**config.mk**
```make
export PLATFORM = sky130hd
export DESIGN_NAME = eeprom_rdy_busy
export DESIGN_NICKNAME = d
export VERILOG_FILES = /design/src/rtl/eest_pkg.sv /design/src/rtl/eest_sync.sv /design/src/rtl/eest_rx.sv /design/src/rtl/eest_timer.sv /design/src/rtl/eest_status.sv /design/src/rtl/eeprom_rdy_busy.sv
export SDC_FILE = /design/constraint.sdc
export NUM_CORES = 1
export LEC_CHECK = 0
export ABC_CLOCK_PERIOD_IN_PS = 2700
export BUFFER_PORTS_ARGS = -buffer_cell sky130_fd_sc_hd__clkbuf_2
export CAP_MARGIN = 20
export CORE_ASPECT_RATIO = 1.1
export CORE_UTILIZATION = 35
export CTS_CLUSTER_SIZE = 24
export DETAILED_ROUTE_END_ITERATION = 8
export PLACE_DENSITY = 0.57
export SLEW_MARGIN = 5
export SYNTH_ARGS = -nofsm -noshare
export SYNTH_HDL_FRONTEND = slang
export SYNTH_SLANG_ARGS = --single-unit
```
**constraint.sdc**
```tcl
create_clock -name clk -period 2.7 [get_ports clk]
set_input_delay 0.27 -clock clk [delete_from_list [all_inputs] [get_ports clk]]
set_output_delay 0.27 -clock clk [all_outputs]
set_load 0.01 [all_outputs]
```
**src/rtl/eest_pkg.sv**
```systemverilog
package eest_pkg;

  // opcode that marks a programming command, first bit sent is bit 1
  localparam logic [1:0] OP_WRITE = 2'b01;

  // payload length of a write command
  localparam int DATA_W = 16;

  // synchronised view of the three serial pins
  typedef struct packed {
    logic cs;
    logic sk;
    logic di;
  } pins_t;

endpackage

```
**src/rtl/eest_sync.sv**
```systemverilog
module eest_sync
  import eest_pkg::*;
#(
  parameter int SYNC_N = 2
) (
  input  logic  clk,
  input  logic  rst,
  input  pins_t d,
  output pins_t q
);

  pins_t stage [SYNC_N];

  always_ff @(posedge clk) begin
    if (rst) stage[0] <= '0;
    else     stage[0] <= d;
  end

  for (genvar g = 1; g < SYNC_N; g++) begin : g_stage
    always_ff @(posedge clk) begin
      if (rst) stage[g] <= '0;
      else     stage[g] <= stage[g-1];
    end
  end

  assign q = stage[SYNC_N-1];

endmodule

```
**src/rtl/eest_rx.sv**
```systemverilog
module eest_rx
  import eest_pkg::*;
#(
  parameter int ADDR_W = 6
) (
  input  logic  clk,
  input  logic  rst,
  input  pins_t pin,
  output logic  start,
  output logic  wr_req,
  output logic  cs_rise
);

  localparam int FRAME = 2 + ADDR_W + DATA_W;
  localparam int CW    = $clog2(FRAME + 2);

  logic          cs_p;
  logic          sk_p;
  logic          act;
  logic [CW-1:0] cnt;
  logic [1:0]    op;
  logic          sk_rise;
  logic          cs_fall;

  always_ff @(posedge clk) begin
    if (rst) begin
      cs_p <= 1'b0;
      sk_p <= 1'b0;
    end else begin
      cs_p <= pin.cs;
      sk_p <= pin.sk;
    end
  end

  assign sk_rise = pin.cs & pin.sk & ~sk_p;
  assign cs_fall = ~pin.cs & cs_p;
  assign cs_rise = pin.cs & ~cs_p;
  assign start   = sk_rise & ~act & pin.di;
  assign wr_req  = cs_fall & act & (cnt == CW'(FRAME)) & (op == OP_WRITE);

  // bit counter runs one past the frame so over-length commands are rejected
  always_ff @(posedge clk) begin
    if (rst) begin
      act <= 1'b0;
      cnt <= '0;
      op  <= '0;
    end else if (!pin.cs) begin
      act <= 1'b0;
      cnt <= '0;
    end else if (sk_rise) begin
      if (!act) begin
        if (pin.di) act <= 1'b1;
        cnt <= '0;
      end else if (cnt <= CW'(FRAME)) begin
        if (cnt == CW'(0)) op[1] <= pin.di;
        if (cnt == CW'(1)) op[0] <= pin.di;
        cnt <= cnt + 1'b1;
      end
    end
  end


  lead_zero_chk: assert property (@(posedge clk) disable iff (rst)
    (sk_rise && !act && !pin.di) |=> !act);


  frame_close_chk: assert property (@(posedge clk) disable iff (rst)
    wr_req |=> (!act && cnt == '0));

endmodule

```
**src/rtl/eest_timer.sv**
```systemverilog
module eest_timer #(
  parameter int TWR_CYC = 500000
) (
  input  logic clk,
  input  logic rst,
  input  logic wr_req,
  output logic busy
);

  localparam int TW = (TWR_CYC > 1) ? $clog2(TWR_CYC + 1) : 1;

  logic [TW-1:0] tcnt;

  always_ff @(posedge clk) begin
    if (rst) begin
      busy <= 1'b0;
      tcnt <= '0;
    end else if (busy) begin
      if (tcnt == '0) busy <= 1'b0;
      else            tcnt <= tcnt - 1'b1;
    end else if (wr_req) begin
      busy <= 1'b1;
      tcnt <= TW'(TWR_CYC - 1);
    end
  end


  busy_hold_chk: assert property (@(posedge clk) disable iff (rst)
    (busy && tcnt != '0) |=> busy);


  expire_chk: assert property (@(posedge clk) disable iff (rst)
    (busy && tcnt == '0) |=> !busy);


  no_restart_chk: assert property (@(posedge clk) disable iff (rst)
    (busy && wr_req && tcnt != '0) |=> (tcnt == $past(tcnt) - 1'b1));

endmodule

```
**src/rtl/eest_status.sv**
```systemverilog
module eest_status #(
  parameter int TCS_CYC = 20
) (
  input  logic clk,
  input  logic rst,
  input  logic cs_s,
  input  logic cs_rise,
  input  logic start,
  input  logic wr_req,
  input  logic busy,
  output logic do_oe,
  output logic do_val
);

  localparam int LW = $clog2(TCS_CYC + 1);

  logic [LW-1:0] low_cnt;
  logic          armed;
  logic          show;

  always_ff @(posedge clk) begin
    if (rst)                        low_cnt <= '0;
    else if (cs_s)                  low_cnt <= '0;
    else if (low_cnt < LW'(TCS_CYC)) low_cnt <= low_cnt + 1'b1;
  end

  always_ff @(posedge clk) begin
    if (rst)                    armed <= 1'b0;
    else if (wr_req && !busy)   armed <= 1'b1;
    else if (start && !busy)    armed <= 1'b0;
  end

  always_ff @(posedge clk) begin
    if (rst)                  show <= 1'b0;
    else if (!cs_s)           show <= 1'b0;
    else if (cs_rise)         show <= armed && (low_cnt >= LW'(TCS_CYC));
    else if (start && !busy)  show <= 1'b0;
  end

  always_ff @(posedge clk) begin
    if (rst) do_val <= 1'b1;
    else     do_val <= ~busy;
  end

  assign do_oe = show;


  hide_low_chk: assert property (@(posedge clk) disable iff (rst)
    !cs_s |=> !show);


  show_gate_chk: assert property (@(posedge clk) disable iff (rst)
    $rose(show) |-> ($past(armed) && $past(low_cnt) >= LW'(TCS_CYC)));


  ready_cancel_chk: assert property (@(posedge clk) disable iff (rst)
    (cs_s && !cs_rise && start && !busy) |=> !show);

endmodule

```
**src/rtl/eeprom_rdy_busy.sv**
```systemverilog
module eeprom_rdy_busy
  import eest_pkg::*;
#(
  parameter int ADDR_W  = 6,
  parameter int TWR_CYC = 500000,
  parameter int TCS_CYC = 20,
  parameter int SYNC_N  = 2
) (
  input  logic clk,
  input  logic rst,
  input  logic cs,
  input  logic sk,
  input  logic di,
  output logic do_oe,
  output logic do_val
);

  pins_t raw;
  pins_t pin;
  logic  start;
  logic  wr_req;
  logic  cs_rise;
  logic  busy;

  assign raw = '{cs: cs, sk: sk, di: di};

  eest_sync #(.SYNC_N(SYNC_N)) u_sync (
    .clk (clk),
    .rst (rst),
    .d   (raw),
    .q   (pin)
  );

  eest_rx #(.ADDR_W(ADDR_W)) u_rx (
    .clk     (clk),
    .rst     (rst),
    .pin     (pin),
    .start   (start),
    .wr_req  (wr_req),
    .cs_rise (cs_rise)
  );

  eest_timer #(.TWR_CYC(TWR_CYC)) u_timer (
    .clk    (clk),
    .rst    (rst),
    .wr_req (wr_req),
    .busy   (busy)
  );

  eest_status #(.TCS_CYC(TCS_CYC)) u_status (
    .clk     (clk),
    .rst     (rst),
    .cs_s    (pin.cs),
    .cs_rise (cs_rise),
    .start   (start),
    .wr_req  (wr_req),
    .busy    (busy),
    .do_oe   (do_oe),
    .do_val  (do_val)
  );


  busy_level_chk: assert property (@(posedge clk) disable iff (rst)
    $past(busy) |-> !do_val);

endmodule

```
### After elaboration in Yosys (flattened, before gate mapping)

Memory sizes are Yosys's and may differ from the RTL's.
Cells that the tools add are included.
W data, S select, Z words.

| operators by class | value |
|---|---|
| magnitude comparators | 3 |
| $mul | 0 |
| bitwise logic cells | 16 |
| $add $sub $neg | 3 |
| reduce and logical (&&, ||, !) cells | 15 |
| div/mod/pow operators | 0 |
| shift operators | 0 |
| muxes and demuxes | 18 |
| equal/unequal tests | 5 |

Operators by type and width:

| operator | count |
|---|---|
| $mux W19 | 3 |
| $logic_not A19 Y1 | 1 |
| $sub A19 B1 Y19 const B | 1 |
| $mux W1 | 11 |
| $add A5 B1 Y5 const B | 2 |
| $mux W5 | 2 |
| $reduce_and A5 Y1 | 2 |
| $and A1 B1 Y1 | 9 |
| $mux W3 | 2 |
| $reduce_bool A2 Y1 | 3 |
| $eq A5 B1 Y1 const B | 1 |
| $eq A5 B5 Y1 const B | 1 |
| $ge A5 B5 Y1 const B | 1 |
| $le A5 B5 Y1 const B | 1 |
| $logic_not A5 Y1 | 1 |
| $lt A5 B5 Y1 const B | 1 |
| $not A1 Y1 | 5 |
| $ne A2 B2 Y1 const B | 2 |
| $reduce_and A2 Y1 | 2 |
| $reduce_or A2 Y1 | 2 |
| $logic_and A1 B1 Y1 | 3 |
| $eq A2 B1 Y1 const B | 1 |
| $or A1 B1 Y1 | 2 |
| $logic_not A1 Y1 | 1 |

| word-level totals | value |
|---|---|
| memories | 1 |
| input port bits | 5 |
| RAM bits | 6 |
| memory bits (read-only) | 0 |
| register bits after elaboration | 38 |
| bits in latches | 0 |
| output and inout bits | 2 |

Memories:

| name | words | width | read ports | clocked after Yosys merged registers in | wr ports | RTL line | text |
|---|---|---|---|---|---|---|---|
| u_sync.stage | 2 | 3 | 2 | 0 | 2 | eest_sync.sv:12 | `pins_t stage [SYNC_N];` |

### Longest topological paths before layout

Gate-level depths: netlist (run 1).

| logic depth | value |
|---|---|
| depth after elaboration | 7 |
| depth in mapped cells | 8 |
| depth with buffers taken out | 7 |

### Hierarchy

Synthesis (run 1) repeated with hierarchy kept, for this count alone.

| second synthesis, totals | value |
|---|---|
| cell total of the unflattened synthesis | 240 |
| area, all modules | 2,213.4 µm² |

Modules (own cells, without submodules):

| module | area an instance (µm²) | cells an instance | times used |
|---|---|---|---|
| eest_timer | 1,103.6 | 130 | 1 |
| eest_rx | 585.6 | 61 | 1 |
| eest_status | 366.6 | 37 | 1 |
| eest_sync | 157.7 | 12 | 1 |

### Worst setup path before layout (run 1)

OpenSTA, ideal clock, no wires.

| path | value |
|---|---|
| path type | flip-flop to flip-flop |
| from | register u_timer.tcnt[16] |
| to | register u_timer.tcnt[8] |
| buffers on the path | 2 |
| data arrival time | 1.726 ns |
| setup time | 0.133 ns |
| cell stages (with the launch flop) | 8 |
| path slack | 0.841 ns |
| clock period less this slack | 1.859 ns |
| cell sequence | dfxtp_1 or3_1 buf_2 or3_1 buf_6 o2111ai_1 xor2_1 a21oi_1 |

| between the ends | value |
|---|---|
| word-level cells in the longest chain between the ends | 3 |

RTL lines:

| element | RTL line | text |
|---|---|---|
| from (decl) | eest_timer.sv:12 | `logic [TW-1:0] tcnt;` |
| from (signal assigned) | eest_timer.sv:20 | `else tcnt <= tcnt - 1'b1;` |
| from (signal assigned) | eest_timer.sv:23 | `tcnt <= TW'(TWR_CYC - 1);` |
| $logic_not A19 Y1 | eest_timer.sv:19 | `if (tcnt == '0) busy <= 1'b0;` |
| $ne A2 B2 Y1 (no line) | n/a |  |
| $reduce_and A2 Y1 (no line) | n/a |  |

Every way passes these cells.
A chain may end at the register's enable or synchronous reset.

### Final worst setup path (run 1)

Ends and elaborated chain as after synthesis.

==> results.sh, run 1 <==
export IMPL_top_layer="met4"
export IMPL_synth_area_leaders="dfxtp_1 44%, xor2_1 6.2%, nor2_1 5.1%"
export IMPL_clockBufferDepth=2
export IMPL_wl_met1_um=1820
export IMPL_insertedDiodeCount=0
export IMPL_synthXorXnorAreaFrac_pct=7.91
export IMPL_yosysWarningCount=0
export IMPL_dpl_hpwl_um=2470
export IMPL_synth_edf_count=0
export IMPL_port_buffers=6
export IMPL_cellPowerDensity_nw_per_um2=513
export IMPL_arrival_ns=2.19
export IMPL_seq_area_frac_synth_pct=44.2
export IMPL_hold_viol=0
export IMPL_core_um2=5430
export IMPL_hp_class="primary input to flip-flop"
export IMPL_cts_tree="yes"
export IMPL_routabilityCongestion=0.772
export IMPL_die_w_um=73.9
export IMPL_cts_setup_buffers=0
export IMPL_via_per_inst=4.84
export IMPL_status="finished clean"
export IMPL_drive_above_1_share_pct=9.69
export IMPL_vias=1461
export IMPL_clk_latency_ns=0.29
export IMPL_io_pin_count=7
export IMPL_avgSynthCellArea_um2=9.05
export IMPL_ys_types=37
export IMPL_finalCriticalPeriod_ns=2.01
export IMPL_hold_depth=2
export IMPL_cap_violations=0
export IMPL_ant_nets=0
export IMPL_r2r_end="u_timer.tcnt[8]$_SDFFE_PP0P_"
export IMPL_cts_htree_levels=2
export IMPL_wl_um=3480
export IMPL_rsz0062_at_grt="no"
export IMPL_rows=28
export IMPL_die_area_um2=6000
export IMPL_vdd_drop_max_mv=0.337
export IMPL_gr_total_overflow=0
export IMPL_wl_per_cell_um=11.5
export IMPL_setup_viol=0
export IMPL_syn_area_um2=1990
export IMPL_finalCritPeriodShare_pct=74.6
export IMPL_wl_met2_um=1540
export IMPL_antenna_found_initial=0
export IMPL_grt_max_degree=18
export IMPL_yosys_area_top_type_share_pct=44.2
export IMPL_track_usage_pct=13.2
export IMPL_cp_max_fo=10
export IMPL_synth_commonest_cells="44 x dfxtp_1, 27 x nor2_1, 14 x a21oi_1, 14 x xor2_1, 12 x nor2b_1"
export IMPL_worst_pin_slew_ns=0.609
export IMPL_synth_cells=220
export IMPL_drv_slew=0
export IMPL_dr_pass1_iters=4
export IMPL_total_leakage_power_nw=0.786
export IMPL_hold_end="u_sync.stage[0][0]$_SDFF_PP0_"
export IMPL_synth_mux_area_fraction_pct=1.63
export IMPL_yosysMostFrequentCell="dfxtp_1"
export IMPL_slew_headroom_pct=59.0
export IMPL_dp_cells=295
export IMPL_synth_ff_type="dfxtp_1"
export IMPL_synth_top_family_by_area="simple AND/OR/NAND/NOR gates"
export IMPL_post_synth_top_area_cell="dfxtp_1"
export IMPL_synth_seq_cells=44
export IMPL_drc_errors=0
export IMPL_regToRegStartpoint="u_timer.tcnt[16]$_SDFFE_PP0P_"
export IMPL_end_kind="flip-flop"
export IMPL_async_reset_ff_share_pct=0
export IMPL_fp_dieH_um=81.1
export IMPL_cts_hold_buf=0
export IMPL_finClkSkew_ns=0.00563
export IMPL_path_class="flip-flop to flip-flop"
export IMPL_grt_pass1_wl_um=6150
export IMPL_finalPower_mw=1.12
export IMPL_synth_adder_area_share_pct=3.77
export IMPL_route_met3_wl_um=80
export IMPL_instances_no_fill=302
export IMPL_drt_iter0_markers=66
export IMPL_syn_num_nets=231
export IMPL_r2r_slack_ns=0.69
export IMPL_synth_simple_gate_area_share_pct=24.6
export IMPL_worstPathRequired_ns=2.87
export IMPL_fmax_mhz=497
export IMPL_cts_sinks=44
export IMPL_fin_nets=238
export IMPL_reg2regPathDepth=5
export IMPL_root_buffer="clkbuf_8"
export IMPL_synth_compound_area_share_pct=13.6
export IMPL_clkSlewWorstSetupHoldPaths_ns=0.08
export IMPL_start_util_pct=36.7
export IMPL_critPathLaunchType="flip-flop"
export IMPL_cts_buffers=5
export IMPL_min_from="di"
export IMPL_grt_pass1_vias=1317
export IMPL_ctsResizeCount=0
export IMPL_area_delta_synth_final_pct=9.99
export IMPL_tns_ns=0
[registers in the layout, indices dropped and copies added, names as in the netlist]
name / flops
u_rx.op: 2
u_status.low_cnt: 5
u_status.do_oe: 1
u_rx.sk_p: 1
u_timer.tcnt: 19
u_sync.stage: 6
u_status.armed: 1
u_rx.cs_p: 1
u_rx.act: 1
u_rx.cnt: 5
u_status.do_val: 1
u_timer.busy: 1
[cells by family after synthesis]
logic type,count (synthesis)
AO/OA/AOI/OAI,40
XOR/XNOR,18
adder cells (fa/ha/maj),6
buffers and inverters,20
flip-flops,44
multiplexers,3
AND/OR/NAND/NOR,89
[metal layers]
layer | track usage, % | up-vias
li1 | - | 779
met1 | 18.6 | 666
met2 | 19.4 | 12
met3 | 4.09 | 4
met4 | 3.46 | 0
met5 | 0 | -
[final cells by class]
class	count	area, um^2
Fill cell	553	3240
Multi-Input combinational cell	156	1030
Sequential cell	44	881
Clock buffer	7	96.3
Tap cell	75	93.8
Timing Repair Buffer	9	52.6
Inverter	11	41.3
[report_power, final]
group          switching (mW)  internal, mW
Clock                   0.204         0.228
Combinational          0.0162        0.0116
Sequential            0.00735         0.657
Total                   0.228         0.896
[worst max-delay path, stage by stage, from the launching register on]
cell and delay, ns:
dfxtp_1 0.35, or3_1 0.47, or3_1 0.54, o2111ai_1 0.30, xor2_1 0.17, a21oi_1 0.08
[metrics by stage]
stage | instance area (um^2) | util [%] | hold WS [ns] | setup slack (ns)
after global placement | 2090 | 38.6 | 0.417 | 0.713
final | 2190 | 40.3 | 0.193 | 0.687
after floorplan | 1990 | - | 0.342 | 0.841
after detailed placement | 2090 | 38.6 | 0.427 | 0.695
after global routing | 2190 | 40.3 | 0.178 | 0.529
after CTS | 2190 | 40.3 | 0.183 | 0.671
[worst max path at each step]
stage	from	endpoint	slack, ns	cells past startpoint
floorplan	u_timer.tcnt[16]$_SDFFE_PP0P_	u_timer.tcnt[8]$_SDFFE_PP0P_	0.84	7
global placement	u_timer.tcnt[10]$_SDFFE_PP0P_	u_timer.tcnt[2]$_SDFFE_PP0P_	0.71	6
detailed placement	u_timer.tcnt[16]$_SDFFE_PP0P_	u_timer.tcnt[8]$_SDFFE_PP0P_	0.69	5
CTS	u_timer.tcnt[10]$_SDFFE_PP0P_	u_timer.tcnt[2]$_SDFFE_PP0P_	0.67	6
global route	u_timer.tcnt[10]$_SDFFE_PP0P_	u_timer.tcnt[4]$_SDFFE_PP0P_	0.53	6
finish	u_timer.tcnt[16]$_SDFFE_PP0P_	u_timer.tcnt[8]$_SDFFE_PP0P_	0.69	5
[layout by cell type (no fill, tap or decap), types with 3 or more instances in the layout]
cell and instances:
dfxtp_1 44, nor2_1 27, xor2_1 14, a21oi_1 14, nor2b_1 12, inv_1 11
nand2_1 10, o211ai_1 9, nor3_1 9, clkbuf_8 7, nand2b_1 6, ha_1 6
clkbuf_2 6, or3_1 5, o2111ai_1 5, xnor2_1 4, a31oi_1 4, nand4b_1 3
buf_4 3
Power figures use the tool's default switching activity.
==> run 2: changes to the inputs <==
--- a/config.mk
+++ b/config.mk
@@ -5,14 +5,14 @@
 export SDC_FILE = /design/constraint.sdc
 export NUM_CORES = 1
 export LEC_CHECK = 0
-export ABC_CLOCK_PERIOD_IN_PS = 2700
+export ABC_CLOCK_PERIOD_IN_PS = 1800
 export BUFFER_PORTS_ARGS = -buffer_cell sky130_fd_sc_hd__clkbuf_2
 export CAP_MARGIN = 20
 export CORE_ASPECT_RATIO = 1.1
 export CORE_UTILIZATION = 35
 export CTS_CLUSTER_SIZE = 24
 export DETAILED_ROUTE_END_ITERATION = 8
-export PLACE_DENSITY = 0.57
+export PLACE_DENSITY = 0.59
 export SLEW_MARGIN = 5
 export SYNTH_ARGS = -nofsm -noshare
 export SYNTH_HDL_FRONTEND = slang
==> constraint.sdc (replaced) <==
create_clock -name clk -period 1.8 [get_ports clk]
set_input_delay 0.18 -clock clk [delete_from_list [all_inputs] [get_ports clk]]
set_output_delay 0.18 -clock clk [all_outputs]
set_load 0.01 [all_outputs]
==> results.sh, run 2 (same netlist as run 1, synthesis figures left out) <==
export IMPL_ant_nets=0
export IMPL_hold_viol=0
export IMPL_antenna_found_initial=0
export IMPL_vdd_drop_max_mv=0.632
export IMPL_dr_pass1_iters=5
export IMPL_clockBufferDepth=2
export IMPL_port_buffers=6
export IMPL_largest_register="u_timer.tcnt"
export IMPL_min_from="sk"
export IMPL_clkSlewWorstSetupHoldPaths_ns=0.08
export IMPL_cap_violations=0
export IMPL_cp_max_fo=8
export IMPL_netSwitchingFraction_pct=21.1
export IMPL_critPathLaunchType="flip-flop"
export IMPL_worst_pin_slew_ns=0.567
export IMPL_seq_power_share_pct=59.7
export IMPL_reg2regPathDepth=6
export IMPL_cts_htree_levels=2
export IMPL_grt_pass1_wl_um=6530
export IMPL_largestRegisters="u_timer.tcnt x19, u_sync.stage x6"
export IMPL_clk_latency_ns=0.29
export IMPL_finClkSkew_ns=0.00339
export IMPL_hold_depth=2
export IMPL_drc_errors=0
export IMPL_cts_hold_buf=0
export IMPL_grt_max_degree=15
export IMPL_drive_above_1_share_pct=23.6
export IMPL_die_w_um=73.9
export IMPL_max_stage_delay_ns=0.39
export IMPL_finalPower_mw=1.67
export IMPL_combPwrFrac_pct=2.6
export IMPL_core_um2=5430
export IMPL_start_util_pct=36.7
export IMPL_rows=28
export IMPL_final_cell_mix="40 x dfxtp_1, 27 x nor2_1, 22 x buf_4, 14 x xor2_1, 14 x a21oi_1"
export IMPL_hold_end="u_sync.stage[0][1]$_SDFF_PP0_"
export IMPL_wl_per_cell_um=12.0
export IMPL_rsz0062_at_grt="yes"
export IMPL_setup_slack_ns=0.000695
export IMPL_cts_sinks=44
export IMPL_status="finished clean"
export IMPL_cts_buffers=5
export IMPL_grt_pass1_vias=1453
export IMPL_arrival_ns=1.98
export IMPL_setup_viol=0
export IMPL_p_sw_uw=352
export IMPL_gr_total_overflow=0
export IMPL_hp_class="primary input to flip-flop"
export IMPL_finalCritPeriodShare_pct=100
export IMPL_drv_slew=0
export IMPL_insertedDiodeCount=0
export IMPL_slew_headroom_pct=61.8
export IMPL_path_class="flip-flop to flip-flop"
export IMPL_r2r_end="u_timer.tcnt[2]$_SDFFE_PP0P_"
export IMPL_largest_register_ffs=19
export IMPL_end_kind="flip-flop"
export IMPL_p_clk_share_pct=37.8
export IMPL_io_pin_count=7
export IMPL_total_leakage_power_nw=0.900
export IMPL_routabilityCongestion=0.794
export IMPL_track_usage_pct=14.2
export IMPL_cellPowerDensity_nw_per_um2=681
export IMPL_r2r_slack_ns=0.0007
export IMPL_crit_family="simple AND/OR/NAND/NOR gates"
export IMPL_final_common_cell="dfxtp_1"
export IMPL_vias=1602
export IMPL_finalCriticalPeriod_ns=1.80
export IMPL_whs_ns=0.0916
export IMPL_root_buffer="clkbuf_8"
export IMPL_critPathBufInv=1
export IMPL_cp_common_cell="or3_4"
export IMPL_fp_dieH_um=81.1
export IMPL_drt_iter0_markers=69
export IMPL_dpl_hpwl_um=2740
export IMPL_worstPathRequired_ns=1.98
export IMPL_area_delta_synth_final_pct=23.1
export IMPL_crit_chain="or3_4, or3_4, buf_6, o211ai_1, xor2_1, a21oi_1"
export IMPL_via_per_inst=4.93
export IMPL_wl_um=3890
export IMPL_slowest_stage="or3_4"
export IMPL_power_internal_mw=1.32
export IMPL_fin_util_pct=45.2
export IMPL_postPlaceCellArea_um2=2300
export IMPL_regToRegStartpoint="u_timer.tcnt[16]$_SDFFE_PP0P_"
export IMPL_cts_tree="yes"
export IMPL_die_area_um2=6000
export IMPL_fin_nets=260
export IMPL_dp_worst_setup_slack_ns=-0.0490
export IMPL_postLayoutCellArea_um2=2450
export IMPL_fmax_mhz=556
==> run 2: area by class of cell <==
| cell class | instances | area (um^2) |
|---|---|---|
| multi-input cells | 156 | 1100 |
| clock buffers | 8 | 90.1 |
| repair buffers | 31 | 238 |
| fillers | 517 | 2980 |
| well taps | 75 | 93.8 |
| flip-flops and latches | 44 | 886 |
| inverters | 11 | 41.3 |
==> run 2: what timing repair did <==
action,4_1_cts,5_1_grt
pin swaps,3,11
gates resized for setup,7,8
endpoints found under the setup margin,12,18
setup buffers,0,0
==> run 2: stage by stage <==
step                instances  setup TNS [ns]
floorplan                 220        -0.00799
global placement          317         -0.0347
detailed placement        317          -0.240
CTS                       325         -0.0104
global route              325          -0.432
finish                    325               0
==> run 2: how the worst max path moves through the flow <==
stage                             startpoint  depth (start not counted)                      endpoint  slack, ns
3_3_place_gp    u_timer.tcnt[7]$_SDFFE_PP0P_                          6  u_timer.tcnt[3]$_SDFFE_PP0P_      -0.03
5_1_grt        u_timer.tcnt[16]$_SDFFE_PP0P_                          6  u_timer.tcnt[2]$_SDFFE_PP0P_      -0.08
6_report       u_timer.tcnt[16]$_SDFFE_PP0P_                          6  u_timer.tcnt[2]$_SDFFE_PP0P_     0.0007
4_1_cts        u_timer.tcnt[16]$_SDFFE_PP0P_                          6  u_timer.tcnt[2]$_SDFFE_PP0P_      -0.01
3_5_place_dp    u_timer.tcnt[7]$_SDFFE_PP0P_                          6  u_timer.tcnt[9]$_SDFFE_PP0P_      -0.05
2_1_floorplan  u_timer.tcnt[16]$_SDFFE_PP0P_                          7  u_timer.tcnt[2]$_SDFFE_PP0P_     -0.004
==> run 2: power by group through the flow <==
| stage | combinational, mW | clock, mW | sequential, mW |
|---|---|---|---|
| 5_1_grt | 0.0478 | 0.711 | 0.999 |
| 4_1_cts | 0.0435 | 0.660 | 0.996 |
| 3_3_place_gp | 0.0433 | 0 | 1.02 |
| 3_5_place_dp | 0.0434 | 0 | 1.02 |
| 6_report | 0.0428 | 0.630 | 0.996 |
| 2_1_floorplan | 0.0319 | 0 | 1.01 |
==> run 2: routing by layer <==
metal,up-vias,share of wire (%),GRT usage [%]
met5,-,0,0
met4,0,1.1,4.04
met3,6,3.0,3.72
met2,25,47,22.6
met1,748,49,18.7
li1,823,-,-
==> run 3: changes to the inputs <==
--- a/config.mk
+++ b/config.mk
@@ -12,6 +12,7 @@
 export CORE_UTILIZATION = 35
 export CTS_CLUSTER_SIZE = 24
 export DETAILED_ROUTE_END_ITERATION = 8
+export GPL_ROUTABILITY_DRIVEN = 0
 export PLACE_DENSITY = 0.59
 export SLEW_MARGIN = 5
 export SYNTH_ARGS = -nofsm -noshare
==> constraint.sdc (replaced) <==
create_clock -name clk -period 1.8 [get_ports clk]
set_input_delay 0 -clock clk [delete_from_list [all_inputs] [get_ports clk]]
set_output_delay 0 -clock clk [all_outputs]
set_load 0.01 [all_outputs]
==> results.sh, run 3 (same netlist as run 1, synthesis figures left out) <==
export IMPL_end_kind="flip-flop"
export IMPL_fin_nets=263
export IMPL_rows=28
export IMPL_grt_max_degree=15
export IMPL_tns_ns=-0.0213
export IMPL_regToRegStartpoint="u_timer.tcnt[9]$_SDFFE_PP0P_"
export IMPL_whs_ns=0.0382
export IMPL_dpl_hpwl_um=2770
export IMPL_via_per_inst=4.92
export IMPL_dr_pass1_iters=4
export IMPL_crit_chain="or3_4, or3_4, buf_8, o211ai_1, xor2_1, a21oi_1"
export IMPL_die_w_um=73.9
export IMPL_total_leakage_power_nw=0.925
export IMPL_wl_um=3910
export IMPL_dp_worst_setup_slack_ns=-0.0268
export IMPL_critPathCapture="u_timer.tcnt[3]$_SDFFE_PP0P_"
export IMPL_port_buffers=6
export IMPL_largestRegisters="u_timer.tcnt x19, u_sync.stage x6"
export IMPL_drt_iter0_markers=89
export IMPL_crit_start="u_timer.tcnt[9]$_SDFFE_PP0P_"
export IMPL_insertedDiodeCount=0
export IMPL_vdd_drop_max_mv=0.436
export IMPL_fmax_mhz=549
export IMPL_final_cell_mix="38 x dfxtp_1, 27 x nor2_1, 23 x buf_4, 14 x xor2_1, 14 x a21oi_1"
export IMPL_cts_sinks=44
export IMPL_use_met3_pct=3.72
export IMPL_arrival_ns=2.01
export IMPL_cellPowerDensity_nw_per_um2=706
export IMPL_setup_slack_ns=-0.0213
export IMPL_cap_violations=0
export IMPL_cts_htree_levels=2
export IMPL_grtUsageMet1_pct=18.9
export IMPL_critPathLaunchType="flip-flop"
export IMPL_cts_tree="yes"
export IMPL_fillers=508
export IMPL_cts_setup_buffers=0
export IMPL_grt_busiest_layer="met2"
export IMPL_cp_max_fo=8
export IMPL_cts_buffers=5
export IMPL_clockBufferDepth=2
export IMPL_slowest_stage="or3_4"
export IMPL_cp_common_cell="or3_4"
export IMPL_drive_above_1_share_pct=26.1
export IMPL_grt_pass1_vias=1521
export IMPL_antenna_found_initial=0
export IMPL_instances_no_fill=328
export IMPL_fin_util_pct=46.4
export IMPL_die_area_um2=6000
export IMPL_final_common_cell="dfxtp_1"
export IMPL_multi_input_area_um2=1120
export IMPL_area_delta_synth_final_pct=26.5
export IMPL_worst_pin_slew_ns=0.545
export IMPL_slew_headroom_pct=63.3
export IMPL_clk_latency_ns=0.29
export IMPL_clkSlewWorstSetupHoldPaths_ns=0.08
export IMPL_start_util_pct=36.7
export IMPL_r2r_end="u_timer.tcnt[3]$_SDFFE_PP0P_"
export IMPL_wl_per_cell_um=11.9
export IMPL_use_met2_pct=23.4
export IMPL_track_usage_pct=14.6
export IMPL_io_pin_count=7
export IMPL_setup_viol=1
export IMPL_largest_register="u_timer.tcnt"
export IMPL_gr_total_overflow=0
export IMPL_vias=1615
export IMPL_fp_dieH_um=81.1
export IMPL_finalCritPeriodShare_pct=101
export IMPL_largest_register_ffs=19
export IMPL_postPlaceCellArea_um2=2300
export IMPL_hp_class="primary input to flip-flop"
export IMPL_reg2regPathDepth=6
export IMPL_root_buffer="clkbuf_8"
export IMPL_finClkSkew_ns=0.00818
export IMPL_hold_viol=0
export IMPL_path_class="flip-flop to flip-flop"
export IMPL_dp_cells=317
export IMPL_r2r_slack_ns=-0.02
export IMPL_rsz0062_at_grt="yes"
export IMPL_worstPathRequired_ns=1.99
export IMPL_core_um2=5430
export IMPL_grt_pass1_wl_um=6690
export IMPL_finalPower_mw=1.78
export IMPL_violations="negative setup slack"
export IMPL_ant_nets=0
export IMPL_drc_errors=0
export IMPL_postLayoutCellArea_um2=2520
export IMPL_max_stage_delay_ns=0.39
export IMPL_seq_area_um2=888
export IMPL_drv_slew=0
export IMPL_status="finished with violations"
export IMPL_finalCriticalPeriod_ns=1.82
## run 3: worst min path at each step
stage | from | end | slack [ns] | cells after the start
after floorplan | rst | u_sync.stage[0][2]$_SDFF_PP0_ | 0.07 | 1
final | rst | u_timer.tcnt[0]$_SDFFE_PP0P_ | 0.04 | 2
after global routing | rst | u_timer.tcnt[0]$_SDFFE_PP0P_ | 0.05 | 2
after global placement | di | u_sync.stage[0][0]$_SDFF_PP0_ | 0.21 | 2
after CTS | rst | u_status.armed$_SDFFE_PP0P_ | 0.05 | 2
after detailed placement | di | u_sync.stage[0][0]$_SDFF_PP0_ | 0.22 | 2
## run 3: area by class of cell
cell class	instances	area share (%)
Timing Repair Buffer	34	10.6
Sequential cell	44	35.3
Clock inverter	2	1.39
Multi-Input combinational cell	156	44.5
Tap cell	75	3.72
Clock buffer	6	2.88
Inverter	11	1.64
## run 3: worst max-delay path: cells and delay by family, from the launching register on
| kind | cells | cell delay [ns] |
|---|---|---|
| xor+xnor | 1 | 0.19 |
| compound gates | 2 | 0.28 |
| flops | 1 | 0.33 |
| simple gates | 2 | 0.76 |
| buf+inv | 1 | 0.15 |
## run 3: per-layer routing
metal,vias up,routed length (um)
met5,-,0
met4,0,55
met3,5,95
met2,17,1850
met1,761,1910
li1,832,-
## run 3: power breakdown
group | internal, mW | switching [mW]
clock network | 0.412 | 0.323
logic | 0.0230 | 0.0259
registers | 0.985 | 0.0108
## run 3: repair_timing
| item | 4_1_cts | 5_1_grt |
|---|---|---|
| hold buffers | 3 | 0 |
| setup endpoints to repair | 5 | 19 |
| gates resized for setup | 3 | 18 |
| endpoints found under the hold margin | 3 | 0 |
| pin swaps | 5 | 19 |
